### src/rtl/ptp_tod_pkg.sv
package ptp_tod_pkg;

    localparam logic [31:0] NS_PER_SEC = 32'd1000000000;

    typedef enum logic [1:0] {
        ADDR_CMD     = 2'd0,
        ADDR_TDATA   = 2'd1,
        ADDR_RATE_HI = 2'd2,
        ADDR_RATE_LO = 2'd3
    } reg_addr_e;

    localparam int CMD_RUN   = 0;
    localparam int CMD_HALT  = 1;
    localparam int CMD_LOAD  = 2;
    localparam int CMD_STEP  = 3;
    localparam int CMD_LATCH = 4;
    localparam int RATE_DIR  = 15;

    typedef struct packed {
        logic [31:0] sec;
        logic [29:0] ns;
    } tod_t;

endpackage

### src/rtl/ptp_tod_seq.sv
module ptp_tod_seq
    import ptp_tod_pkg::*;
(
    input  logic        clk,
    input  logic        rst_n,
    input  logic        cmd_wr,
    input  logic        latch_cmd,
    input  logic        data_wr,
    input  logic        data_rd,
    input  logic [15:0] wdata,
    input  tod_t        live,
    output logic [31:0] staged_sec,
    output logic [31:0] staged_ns,
    output logic [15:0] rdata
);

    localparam int SLOTS = 4;
    localparam int PTR_W = $clog2(SLOTS);

    typedef struct packed {
        logic [PTR_W-1:0]       ptr;
        logic [SLOTS-1:0][15:0] stage;
        logic [SLOTS-1:0][15:0] shadow;
    } seq_t;

    seq_t q, d;

    always_comb begin
        d = q;
        if (cmd_wr) begin
            d.ptr = '0;
        end
        if (latch_cmd) begin
            d.shadow[0] = live.ns[15:0];
            d.shadow[1] = {2'b00, live.ns[29:16]};
            d.shadow[2] = live.sec[15:0];
            d.shadow[3] = live.sec[31:16];
        end
        if (data_wr) begin
            d.stage[q.ptr] = wdata;
            d.ptr          = q.ptr + 1'b1;
        end else if (data_rd) begin
            d.ptr = q.ptr + 1'b1;
        end
    end

    always_ff @(posedge clk or negedge rst_n) begin
        if (!rst_n) q <= '0;
        else        q <= d;
    end

    assign staged_ns  = {q.stage[1], q.stage[0]};
    assign staged_sec = {q.stage[3], q.stage[2]};
    assign rdata      = q.shadow[q.ptr];

endmodule

### src/rtl/ptp_tod_rate.sv
module ptp_tod_rate
    import ptp_tod_pkg::*;
#(
    parameter int NOMINAL_INC  = 8,
    parameter int RATE_HI_BITS = 10,
    parameter int ACC_W        = 32,
    parameter int INC_W        = 4
) (
    input  logic             clk,
    input  logic             rst_n,
    input  logic             run,
    input  logic             hi_wr,
    input  logic             lo_wr,
    input  logic [15:0]      wdata,
    output logic [INC_W-1:0] inc
);

    localparam int RATE_W = RATE_HI_BITS + 16;

    typedef struct packed {
        logic                    dir;
        logic [RATE_HI_BITS-1:0] hi;
        logic [15:0]             lo;
        logic [ACC_W-1:0]        acc;
    } rate_t;

    rate_t q, d;
    logic [ACC_W:0] sum;
    logic           carry;

    always_comb begin
        d     = q;
        sum   = {1'b0, q.acc} + (ACC_W+1)'({q.hi, q.lo});
        carry = sum[ACC_W];
        if (run) d.acc = sum[ACC_W-1:0];
        if (hi_wr) begin
            d.dir = wdata[RATE_DIR];
            d.hi  = wdata[RATE_HI_BITS-1:0];
        end
        if (lo_wr) d.lo = wdata;
        if (!carry)     inc = INC_W'(NOMINAL_INC);
        else if (q.dir) inc = INC_W'(NOMINAL_INC + 1);
        else            inc = INC_W'(NOMINAL_INC - 1);
    end

    always_ff @(posedge clk or negedge rst_n) begin
        if (!rst_n) q <= '0;
        else        q <= d;
    end

    initial begin
        if (RATE_W > ACC_W) $error("trim word wider than accumulator");
    end

endmodule

### src/rtl/ptp_tod_count.sv
module ptp_tod_count
    import ptp_tod_pkg::*;
#(
    parameter int INC_W = 4
) (
    input  logic             clk,
    input  logic             rst_n,
    input  logic             run,
    input  logic             do_load,
    input  logic             do_step,
    input  logic [31:0]      staged_sec,
    input  logic [31:0]      staged_ns,
    input  logic [INC_W-1:0] inc,
    output tod_t             tod
);

    tod_t q, d;
    logic [31:0]        adv;
    logic signed [33:0] step_eff;
    logic signed [33:0] step_sum;
    logic signed [33:0] lim;
    logic               step_ok;

    always_comb begin
        d        = q;
        lim      = $signed({2'b00, NS_PER_SEC});
        adv      = {2'b00, q.ns} + 32'(inc);
        step_eff = $signed({{2{staged_ns[31]}}, staged_ns});
        step_ok  = (step_eff < lim) && (step_eff > -lim);
        if (!step_ok) step_eff = '0;
        step_sum = $signed({4'b0000, q.ns}) + step_eff;

        if (do_load) begin
            d.sec = staged_sec;
            d.ns  = (staged_ns >= NS_PER_SEC) ? '0 : staged_ns[29:0];
        end else if (do_step) begin
            if (step_sum[33]) begin
                d.ns  = 30'(step_sum + lim);
                d.sec = q.sec + staged_sec - 32'd1;
            end else if (step_sum >= lim) begin
                d.ns  = 30'(step_sum - lim);
                d.sec = q.sec + staged_sec + 32'd1;
            end else begin
                d.ns  = 30'(step_sum);
                d.sec = q.sec + staged_sec;
            end
        end else if (run) begin
            if (adv >= NS_PER_SEC) begin
                d.ns  = 30'(adv - NS_PER_SEC);
                d.sec = q.sec + 32'd1;
            end else begin
                d.ns = adv[29:0];
            end
        end
    end

    always_ff @(posedge clk or negedge rst_n) begin
        if (!rst_n) q <= '0;
        else        q <= d;
    end

    assign tod = q;

endmodule

### src/rtl/ptp_tod_clock.sv
module ptp_tod_clock
    import ptp_tod_pkg::*;
#(
    parameter int NOMINAL_INC  = 8,
    parameter int RATE_HI_BITS = 10,
    parameter int ACC_W        = 32
) (
    input  logic        clk,
    input  logic        rst_n,
    input  logic        reg_wr,
    input  logic        reg_rd,
    input  logic [1:0]  reg_addr,
    input  logic [15:0] reg_wdata,
    output logic [15:0] reg_rdata,
    output logic [31:0] sec_o,
    output logic [29:0] ns_o,
    output logic        running_o
);

    localparam int INC_W = $clog2(NOMINAL_INC + 2);

    logic             cmd_wr;
    logic             run_d, run_q;
    logic [31:0]      staged_sec, staged_ns;
    logic [15:0]      seq_rdata;
    logic [INC_W-1:0] inc;
    tod_t             tod;

    always_comb begin
        cmd_wr = reg_wr && (reg_addr == ADDR_CMD);
        run_d  = run_q;
        if (cmd_wr && reg_wdata[CMD_RUN])       run_d = 1'b1;
        else if (cmd_wr && reg_wdata[CMD_HALT]) run_d = 1'b0;
    end

    always_ff @(posedge clk or negedge rst_n) begin
        if (!rst_n) run_q <= 1'b0;
        else        run_q <= run_d;
    end

    ptp_tod_seq u_seq (
        .clk       (clk),
        .rst_n     (rst_n),
        .cmd_wr    (cmd_wr),
        .latch_cmd (cmd_wr && reg_wdata[CMD_LATCH]),
        .data_wr   (reg_wr && (reg_addr == ADDR_TDATA)),
        .data_rd   (reg_rd && !reg_wr && (reg_addr == ADDR_TDATA)),
        .wdata     (reg_wdata),
        .live      (tod),
        .staged_sec(staged_sec),
        .staged_ns (staged_ns),
        .rdata     (seq_rdata)
    );

    ptp_tod_rate #(
        .NOMINAL_INC (NOMINAL_INC),
        .RATE_HI_BITS(RATE_HI_BITS),
        .ACC_W       (ACC_W),
        .INC_W       (INC_W)
    ) u_rate (
        .clk   (clk),
        .rst_n (rst_n),
        .run   (run_q),
        .hi_wr (reg_wr && (reg_addr == ADDR_RATE_HI)),
        .lo_wr (reg_wr && (reg_addr == ADDR_RATE_LO)),
        .wdata (reg_wdata),
        .inc   (inc)
    );

    ptp_tod_count #(
        .INC_W(INC_W)
    ) u_count (
        .clk       (clk),
        .rst_n     (rst_n),
        .run       (run_q),
        .do_load   (cmd_wr && reg_wdata[CMD_LOAD]),
        .do_step   (cmd_wr && reg_wdata[CMD_STEP]),
        .staged_sec(staged_sec),
        .staged_ns (staged_ns),
        .inc       (inc),
        .tod       (tod)
    );

    assign reg_rdata = (reg_addr == ADDR_TDATA) ? seq_rdata : 16'h0000;
    assign sec_o     = tod.sec;
    assign ns_o      = tod.ns;
    assign running_o = run_q;

endmodule

### config.mk
export PLATFORM = sky130hd
export DESIGN_NAME = ptp_tod_clock
export DESIGN_NICKNAME = d
export VERILOG_FILES = /design/src/rtl/ptp_tod_pkg.sv /design/src/rtl/ptp_tod_seq.sv /design/src/rtl/ptp_tod_rate.sv /design/src/rtl/ptp_tod_count.sv /design/src/rtl/ptp_tod_clock.sv
export SDC_FILE = /design/constraint.sdc
export NUM_CORES = 1
export LEC_CHECK = 0
export BUFFER_PORTS_ARGS = -buffer_cell sky130_fd_sc_hd__clkbuf_2
export CAP_MARGIN = 15
export CORE_MARGIN = 10
export CORE_UTILIZATION = 35
export DETAILED_ROUTE_END_ITERATION = 12
export PLACE_DENSITY = 0.62
export SLEW_MARGIN = 20
export SYNTH_ARGS = -nofsm -noshare
export SYNTH_HDL_FRONTEND = slang
export SYNTH_SLANG_ARGS = --single-unit
### constraint.sdc
create_clock -name clk -period 7.3 [get_ports clk]
set_input_delay 0.365 -clock clk [delete_from_list [all_inputs] [get_ports clk]]
set_output_delay 0.365 -clock clk [all_outputs]
set_load 0.02 [all_outputs]
==> out/qor.yml <==
areaGrowthSynthToFinish_pct: 14.9
gp_congestion: 0.945
drt_first_iter_violations: 1889
startpoint_type: "flop"
end_kind: "flop"
syn_area_um2: 20400
setup-violations-final: 0
cts_tree: "yes"
crit_top_cell: "buf_4"
cts_buffers: 27
htree_levels: 1
cts_root_buf: "clkbuf_16"
grt_max_degree: 174
wl_per_cell_um: 23.9
status: "completed"
antenna_found_initial: 2
vias_per_cell: 6.13
ys_seq_elements: 250
synth_top_area_share_pct: 30.6
slew_headroom_pct: 25.9
p_leak_nw: 9.73
met2_usage_pct: 33.4
dieArea_um2: 68500
power.density_nw_per_um2: 562
setup-tns-final_ns: 0
grt_pass1_wl_um: 115000
cp_max_fo: 7
routed_wl_um: 75900
ir_drop_uv: 269
syn-instance-count: 2278
yosysTopAreaCell: "dfrtp_1"
pin_count: 101
synth_area_leaders: "dfrtp_1, mux2_2, ha_1, xnor2_1, a21oi_1"
die_w_um: 262
crit_slowest_cell: "or4b_4"
tightestPinTransition_ns: 1.11
path_class: "flop to flop"
dr.pass1.iters: 6
placedInstanceArea_um2: 22200
first_global_vias: 18756
nNetsFinal: 2519
avgSynthCellArea_um2: 8.98
netlist_top_cells_count: "dfrtp_1, mux2_2, nor2_1, nand2_1, a21oi_1"
setup_ws_ns: 0.212
finalCriticalPeriod_ns: 7.09
clkTransAtPathRegs_ns: 0.06
yosys_warnings: 0
track_usage_pct: 21.4
final_hold_viol_count: 0
start_util_pct: 35.4
async_flop_share_pct: 100
die_y_um: 262
portBuffers: 100
clk_latency_ns: 0.57
num_rows: 88
r2r_setup_slack_ns: 0.21
drive_gt1_share_pct: 21.5
finalCoreUtilization_pct: 40.6
rsz0062_at_grt: "true"
power_mw: 13.2
num_vias: 19476
ctsLongestPathBuffers: 3
ys_types: 100
dp_slack_ns: -0.0722
antenna_left: 0
synthesis.nets: 2405
hpwl_um: 56500
min_path_type: "input port to flop"
drv_slew: 0
grtUsageMet1_pct: 28.9
arrival_ns: 7.48
route.detailed.drc: 0
seq_area_frac_synth_pct: 30.6
slowest_delay_ns: 0.55
fin_area_um2: 23500
fmax_ghz: 0.141
synth_enable_flop_cells: 0
clock-sinks: 250
yosysMostFrequentCell: "dfrtp_1"
timing.clock.skew_ns: 0.0330
fin_crit_sh_pct: 97.1
use_met3_pct: 3.78
overflow: 0
synth_flop_cell: "dfrtp_1"
grt_busiest_layer: "met2"
cap_viol_max_count: 0
coreArea_um2: 57800
cp_data_required_time_ns: 7.69
## cell usage in the layout (no fill, tap or decap), types with 10 or more instances in the layout
cell type	n
or2_2	12
nand2_1	168
and2_1	74
dfrtp_1	249
o21ai_0	95
a31oi_1	34
a21oi_1	142
xor2_1	54
a211oi_1	23
o21a_1	34
o2111ai_1	13
nand4_1	31
inv_1	49
a21o_1	43
ha_1	99
nor2_1	169
clkbuf_16	27
mux2_2	175
xnor2_1	128
mux2i_1	16
o22ai_1	27
nor3_1	45
o211ai_1	25
clkbuf_2	99
nand3_1	73
or3_1	16
and3_1	31
nor2b_1	10
a22oi_1	10
a221oi_1	14
nand2b_1	19
buf_4	94
nor4_1	12
mux4_2	14
o31ai_1	22
## cell families after synthesis
group	share of synthesized area [%]
fa+ha+maj	6.57
mux	12.0
compound gates	21.3
buf+inv	3.25
flops	30.6
xor+xnor	8.00
simple gates	18.3
## area by class of cell
cell class | instances | area [um^2]
flip-flops and latches | 250 | 6260
clock inverters | 18 | 255
fillers | 5741 | 34300
diodes | 1 | 2.50
inverters | 49 | 184
repair buffers | 202 | 1350
multi-input cells | 1862 | 13700
well taps | 765 | 957
clock buffers | 32 | 734
## critical path, delay by kind of cell (launching register included)
| kind | cells | cell delay [ns] |
|---|---|---|
| fa+ha+maj | 3 | 0.88 |
| flops | 1 | 0.38 |
| xor+xnor | 1 | 0.20 |
| buf+inv | 5 | 0.79 |
| simple gates | 6 | 1.19 |
| compound gates | 18 | 3.45 |
## registers in the layout (all words and copies together), names as in the netlist
register / flops
u_rate.q: 59
u_seq.staged_ns: 32
u_seq.staged_sec: 32
u_count.tod: 62
running_o: 1
u_seq.q: 64
## metrics by stage
step,instances,hold slack [ns]
detailed placement,3123,0.378
finish,3179,0.178
CTS,3174,0.149
floorplan,2278,0.0694
global placement,3123,0.370
global route,3178,0.201
## report_power, final
part / leakage [nW] / internal, mW / switching [mW]
combinational: 6.22 / 3.54 / 5.15
sequential: 3.03 / 1.97 / 0.992
clock: 0.484 / 0.931 / 0.605
## routing by layer
metal	share of wire, %	routed length, um
met1	43	32600
met2	44	33500
met3	8.3	6290
met4	4.6	3520
met5	0	0
## path summary, 6_finish.rpt
kind | from | to | depth (start not counted)
max | u_rate.q[0] | u_count.tod[15] | 33
min | reg_rd | u_seq.q[129] | 3
max reg2reg | u_rate.q[0] | u_count.tod[15] | 33
min reg2reg | u_rate.q[31] | u_rate.q[31] | 1
max in group asynchronous | rst_n | u_seq.q[6] | 3
min in group asynchronous | rst_n | u_rate.q[39] | 2
## what timing repair did
action                     4_1_cts  5_1_grt
hold endpoints to repair        77        0
gates cloned                     0        0
pin swaps                        1       10
setup endpoints to repair       19       53
hold buffers                     1        0
resized for setup               11       30
buffers inserted                 0        4
Note: power is estimated with default switching activity, not from simulation.
